[src/rtl/cmp_evt_pkg.sv]
package cmp_evt_pkg;
  typedef enum logic [1:0] {
    POL_ANY  = 2'b00,
    POL_RISE = 2'b01,
    POL_FALL = 2'b10,
    POL_NONE = 2'b11
  } pol_e;
endpackage

[src/rtl/cmp_edge_det.sv]
module cmp_edge_det
  import cmp_evt_pkg::*;
(
  input  logic       clk,
  input  logic       rst,
  input  logic       en,
  input  logic       lvl,
  input  logic [1:0] pol,
  output logic       hit
);
  logic prev_q;
  logic en_q;
  logic lvl_g;
  logic armed;
  logic rise;
  logic fall;

  // Previous level is kept only while enabled; en_q delays comparison by
  // one cycle after enable so switching on is never seen as an edge.
  always_ff @(posedge clk) begin
    if (rst) begin
      prev_q <= 1'b0;
      en_q   <= 1'b0;
    end else begin
      prev_q <= lvl_g;
      en_q   <= en;
    end
  end

  always_comb begin
    lvl_g = en & lvl;
    armed = en & en_q;
    rise  = armed & lvl_g & ~prev_q;
    fall  = armed & ~lvl_g & prev_q;
    case (pol_e'(pol))
      POL_ANY:  hit = rise | fall;
      POL_RISE: hit = rise;
      POL_FALL: hit = fall;
      default:  hit = 1'b0;
    endcase
  end
endmodule

[src/rtl/cmp_flag_bank.sv]
module cmp_flag_bank #(
  parameter int W = 16
) (
  input  logic         clk,
  input  logic         rst,
  input  logic [W-1:0] set,
  input  logic [W-1:0] clr,
  output logic [W-1:0] flags
);
  logic [W-1:0] flags_q;

  // Set has priority over clear so a simultaneous event is not lost.
  always_ff @(posedge clk) begin
    if (rst) flags_q <= '0;
    else     flags_q <= (flags_q & ~clr) | set;
  end

  assign flags = flags_q;
endmodule

[src/rtl/cmp_evt_flags.sv]
module cmp_evt_flags #(
  parameter int NUM_CH    = 2,
  parameter int STAT_W    = 16,
  parameter int WAKE_BASE = 8
) (
  input  logic                clk,
  input  logic                rst,
  input  logic [NUM_CH-1:0]   ch_level,
  input  logic [NUM_CH-1:0]   ch_en,
  input  logic [NUM_CH-1:0]   irq_en,
  input  logic [NUM_CH-1:0]   wake_en,
  input  logic [2*NUM_CH-1:0] edge_sel,
  input  logic                clr_wr,
  input  logic [STAT_W-1:0]   clr_data,
  output logic [STAT_W-1:0]   status,
  output logic                irq
);
  localparam int SEL_W = 2;

  logic [NUM_CH-1:0] hit;
  logic [NUM_CH-1:0] wake_hit;
  logic [NUM_CH-1:0] int_clr;
  logic [NUM_CH-1:0] int_nxt;
  logic [STAT_W-1:0] set_vec;
  logic [STAT_W-1:0] clr_vec;
  logic              irq_q;

  for (genvar c = 0; c < NUM_CH; c++) begin : g_ch
    cmp_edge_det u_det (
      .clk (clk),
      .rst (rst),
      .en  (ch_en[c]),
      .lvl (ch_level[c]),
      .pol (edge_sel[c*SEL_W +: SEL_W]),
      .hit (hit[c])
    );
  end

  always_comb begin
    wake_hit = hit & wake_en & irq_en;
    clr_vec  = clr_wr ? clr_data : '0;
    set_vec  = '0;
    set_vec[0 +: NUM_CH]         = hit;
    set_vec[WAKE_BASE +: NUM_CH] = wake_hit;
    int_clr  = clr_vec[0 +: NUM_CH];
    int_nxt  = (status[0 +: NUM_CH] & ~int_clr) | hit;
  end

  cmp_flag_bank #(.W(STAT_W)) u_bank (
    .clk   (clk),
    .rst   (rst),
    .set   (set_vec),
    .clr   (clr_vec),
    .flags (status)
  );

  always_ff @(posedge clk) begin
    if (rst) irq_q <= 1'b0;
    else     irq_q <= |(int_nxt & irq_en);
  end

  assign irq = irq_q;
endmodule

[config.mk]
export PLATFORM = sky130hd
export DESIGN_NAME = cmp_evt_flags
export DESIGN_NICKNAME = d
export VERILOG_FILES = /design/src/rtl/cmp_evt_pkg.sv /design/src/rtl/cmp_edge_det.sv /design/src/rtl/cmp_flag_bank.sv /design/src/rtl/cmp_evt_flags.sv
export SDC_FILE = /design/constraint.sdc
export NUM_CORES = 1
export LEC_CHECK = 0
export ABC_AREA = 1
export BUFFER_PORTS_ARGS = -buffer_cell sky130_fd_sc_hd__buf_2
export CORE_MARGIN = 2
export CORE_UTILIZATION = 40
export CTS_CLUSTER_SIZE = 28
export DETAILED_ROUTE_END_ITERATION = 10
export GPL_ROUTABILITY_DRIVEN = 0
export HOLD_SLACK_MARGIN = 0.03
export PLACE_DENSITY = 0.74
export REMOVE_ABC_BUFFERS = 1
export SYNTH_ARGS = -nofsm -noshare
export SYNTH_HDL_FRONTEND = slang
export SYNTH_SLANG_ARGS = --single-unit
[constraint.sdc]
create_clock -name clk -period 1.5 [get_ports clk]
set_input_delay 0.15 -clock clk [delete_from_list [all_inputs] [get_ports clk]]
set_output_delay 0.15 -clock clk [all_outputs]
set_load 0.01 [all_outputs]
Word level (Yosys, flattened, before mapping)
Index checks and enable logic that the tools add are counted.

word-level totals
  bits in registers = 21
  logic and storage cells = 43

cells by class
  reductions and logical operators = 3
  equal/unequal tests = 4
  mux-type cells = 3
  bitwise logic cells = 27

operators by type and width
  cell                  count
  $and A16 B16 Y16      1
  $mux W16              1
  $not A16 Y16          1
  $or A16 B10 Y16       1
  $and A1 B1 Y1         12
  $and A2 B2 Y2         4
  $pmux W1 S3           2
  $eq A2 B1 Y1 const B  2
  $eq A2 B2 Y1 const B  2
  $logic_not A2 Y1      2
  $not A1 Y1            4
  $not A2 Y2            1
  $or A1 B1 Y1          2
  $or A2 B2 Y2          1
  $reduce_or A2 Y1      1

Longest topological paths before layout
  depth in word-level cells = 9
  gate-level depth with buffers = 7
  depth with buffers taken out = 7

Modules after synthesis
From an unflattened synthesis, not the netlist that was laid out.

second synthesis, totals
  cell total of the unflattened synthesis = 163
  area, all modules = 1071.0 um2

by module, submodules not included
  module         cells each  times used  area an instance (um2)
  cmp_flag_bank  82          1           656.9
  cmp_evt_flags  49          1           229.0
  cmp_edge_det   16          2           92.6

Least setup slack after synthesis
OpenSTA, ideal clock, no wires.

  path kind = reg-to-reg
  start = register g_ch[0].u_det.prev_q
  end = register irq_q, in the netlist irq
  path slack = 0.774 ns
  data arrival time = 0.612 ns
  path buffers = 0
  data required time = 1.387 ns
  library setup time = 0.113 ns
  cell stages (with the launch flop) = 7
  cells stage by stage = dfxtp_1 inv_1 nand2_2 nand3_2 nand2_1 nand3_1 nand2_1

on the way
  cells in the longest elaborated chain, start to end = 7

ends and longest elaborated chain
  element                 RTL line             RTL
  start, declared         cmp_edge_det.sv:11   logic prev_q;
  start signal, assigned  cmp_edge_det.sv:25   prev_q <= lvl_g;
  $not A1 Y1              cmp_edge_det.sv:33   rise = armed & lvl_g & ~prev_q;
  $and A1 B1 Y1           cmp_edge_det.sv:33
  $or A1 B1 Y1            cmp_edge_det.sv:36   POL_ANY: hit = rise | fall;
  $pmux W1 S3 (*)         cmp_edge_det.sv:35   case (pol_e'(pol))
  $or A2 B2 Y2 (*)        cmp_evt_flags.sv:46  int_nxt = (status[0 +: NUM_CH] & ~int_clr) | hit;
  $and A2 B2 Y2 (*)       cmp_evt_flags.sv:59  else irq_q <= |(int_nxt & irq_en);
  $reduce_or A2 Y1 (*)    cmp_evt_flags.sv:59
  end signal, assigned    cmp_evt_flags.sv:59
  end, declared           cmp_evt_flags.sv:26  logic irq_q;

Mark *: on every way between the ends. The rest lies on a longest branch, timed or not.
A chain may end at the register's enable or synchronous reset.

Final worst setup path
  start = register u_bank.flags_q[6], in the netlist u_bank.flags[6]
  end = output port status[6]

RTL lines
  element                 RTL line             RTL
  start, declared         cmp_flag_bank.sv:10  logic [W-1:0] flags_q;
  start signal, assigned  cmp_flag_bank.sv:15  else flags_q <= (flags_q & ~clr) | set;
  end, declared           cmp_evt_flags.sv:15  output logic [STAT_W-1:0] status,

No word-level cell between the ends.

==> run_results.csv <==
group,metric,value,unit
cts,cts_setup_buffers,0,
sta,fmax,1050,MHz
die,design.die.area,2510,um^2
global_route,grt_overflow,0,
setup_path,startpoint_type,"register",
place,io_buffers,47,
die,io-pin-count,48,
finish,most-common-layout-cells,"buf_2 (47), nand2_1 (23), dfxtp_1 (21)",
cts,root_buffer,"clkbuf_4",
drt,wl,1.79,mm
cts,numClockSinks,21,
global_route,grt_max_degree,17,
setup_path,cpLargestDelayFamily,"flip-flops",
finish,layout.cells.non_filler,183,
sta,tightest_slew,0.340,ns
cts,cts_buffers,3,
drt,num_vias,790,
drt,dr.pass1.iters,4,
global_route,antenna_found_initial,0,
finish,nFillCells,165,
die,rows,16,
cts,tritoncts,"built",
power_and_ir_drop,power.density,777,nW/um^2
drt,wire_per_inst,9.80,um
finish,fin_nets,188,
finish,multi_input_area,334,um^2
place,placedCellCount,167,
finish,final_common_cell,"buf_2",
sta,setup-violations-final,0,
sta,slew_headroom,0.773,
drt,wl_met3,148,um
setup_path,crit_chain,"buf_2",
setup_path,crit_slowest_cell,"dfxtp_1",
logic_synthesis,ys_seq_area_frac,0.496,
hold_path,hp-class,"primary input to register",
drt,drtIter0Drc,6,
power_and_ir_drop,peakVddDrop,585,uV
power_and_ir_drop,leakagePower,0.620,nW
logic_synthesis,synthDistinctLibCells,15,
finish,regArea,420,um^2
power_and_ir_drop,p_total,946,uW
setup_path,critPathBufInv,1,
die,die_h,50.1,um
cts,cts_resized,0,
die,initial_core_util,0.428,
setup_path,path_class,"register to primary output",
setup_path,arrival,0.81,ns
finish,fin_util,0.614,
global_route,grt_usage,0.155,
global_route,grt_pass1_vias,735,
setup_path,setup.worst_path.end_class,"primary output",
logic_synthesis,yosys_register_bits,21,
drt,maxUsedRoutingLayer,"met4",
sta,setup_ws,0.543,ns
die,die_w,50.1,um
place,hpwlAfterDp,1.24,mm
setup_path,cp.required,1.35,ns
drt,wl_met1,768,um
setup_path,cp_max_fo,2,
job,cap_viol_max_count,0,
drt,viasPerCell,4.32,
sta,finalCritPeriodShare,0.638,
logic_synthesis,ys_warn_count,0,
sta,fin_crit,0.957,ns
sta,slew_viol_final,0,
run_status,outcome,"finished clean",
global_route,grt_first_pass_wirelength,2.93,mm
sta,finalClockSkew,0.00405,ns
cts,cts_hold_repair.buffers,12,
cts,clock_latency,0.29,ns
finish,antennaDiodeCount,0,
finish,final_layout_size_suffix_gt1_frac,0.474,
logic_synthesis,synth.cell_area,848,um^2
logic_synthesis,syn_area_per_cell,8.75,um^2
die,core_region_area,1980,um^2
finish,syn_to_final_growth,43.5,%
place,dp_slack,0.580,ns
sta,rsz0062_at_grt,"false",
cts,clockBufferDepth,2,
sta,fin_tns_setup,0,ns
drt,drc_errors,0,
logic_synthesis,syn_inst,97,
setup_path,slowest_delay,0.37,ns
sta,final-hold-violation-count,0,
drt,wl_met2,866,um
drt,final_antenna_net_count,0,
cts,h-tree-depth,1,
cts,cts.clk_slew.worst_paths,0.11,ns
final timing paths:
path / start / end / slack [ns] / depth (start not counted)
max: u_bank.flags[6] / status[6] / 0.54 / 1
max reg2reg: g_ch[0].u_det.prev_q / irq / 0.70 / 6
min reg2reg: u_bank.flags[12] / u_bank.flags[12] / 0.45 / 2
min: ch_en[1] / g_ch[1].u_det.en_q / 0.07 / 3
synth_stat cells:
library cell	instances	area share
nand2_1	23	0.10
dfxtp_1	21	0.50
inv_1	10	0.044
nand2_2	10	0.074
a21oi_1	8	0.047
a21oi_2	8	0.083
nor2_1	4	0.018
buf_6	2	0.027
nand3_1	2	0.012
nand3_2	2	0.024
nand4_1	2	0.015
o21ai_2	2	0.021
buf_12	1	0.024
clkbuf_2	1	0.0059
inv_6	1	0.010
kinds of logic after synthesis:
| logic type | Yosys count | synth area share |
|---|---|---|
| compound gates | 18 | 0.150 |
| buf+inv | 15 | 0.111 |
| flops | 21 | 0.496 |
| simple gates | 43 | 0.243 |
power breakdown:
group / switching, mW / internal, mW
Combinational: 0.0589 / 0.0627
Clock: 0.157 / 0.0992
Sequential: 0.00294 / 0.565
routing by layer:
layer,vias up,global-route usage
li1,425,-
met1,329,0.161
met2,34,0.285
met3,2,0.0576
met4,0,0.0417
met5,-,0
sequential cells by signal, summed over array words and instances (netlist names):
register           count
u_bank.flags          16
g_ch.u_det.en_q        2
g_ch.u_det.prev_q      2
irq                    1
metrics by stage:
| step | hold slack (ns) | area [um^2] |
|---|---|---|
| final | 0.0680 | 1220 |
| after CTS | 0.0527 | 1220 |
| after floorplan | 0.219 | 801 |
| after detailed placement | 0.335 | 1070 |
| after global routing | 0.0672 | 1220 |
| after global placement | 0.330 | 1070 |
area by class of cell:
cell class              instances  area share
flip-flops and latches         21       0.345
multi-input cells              61       0.274
clock buffers                   3      0.0185
clock inverters                 1     0.00411
well taps                      27      0.0277
repair buffers                 59       0.292
inverters                      11      0.0380
Power figures use the tool's default switching activity.
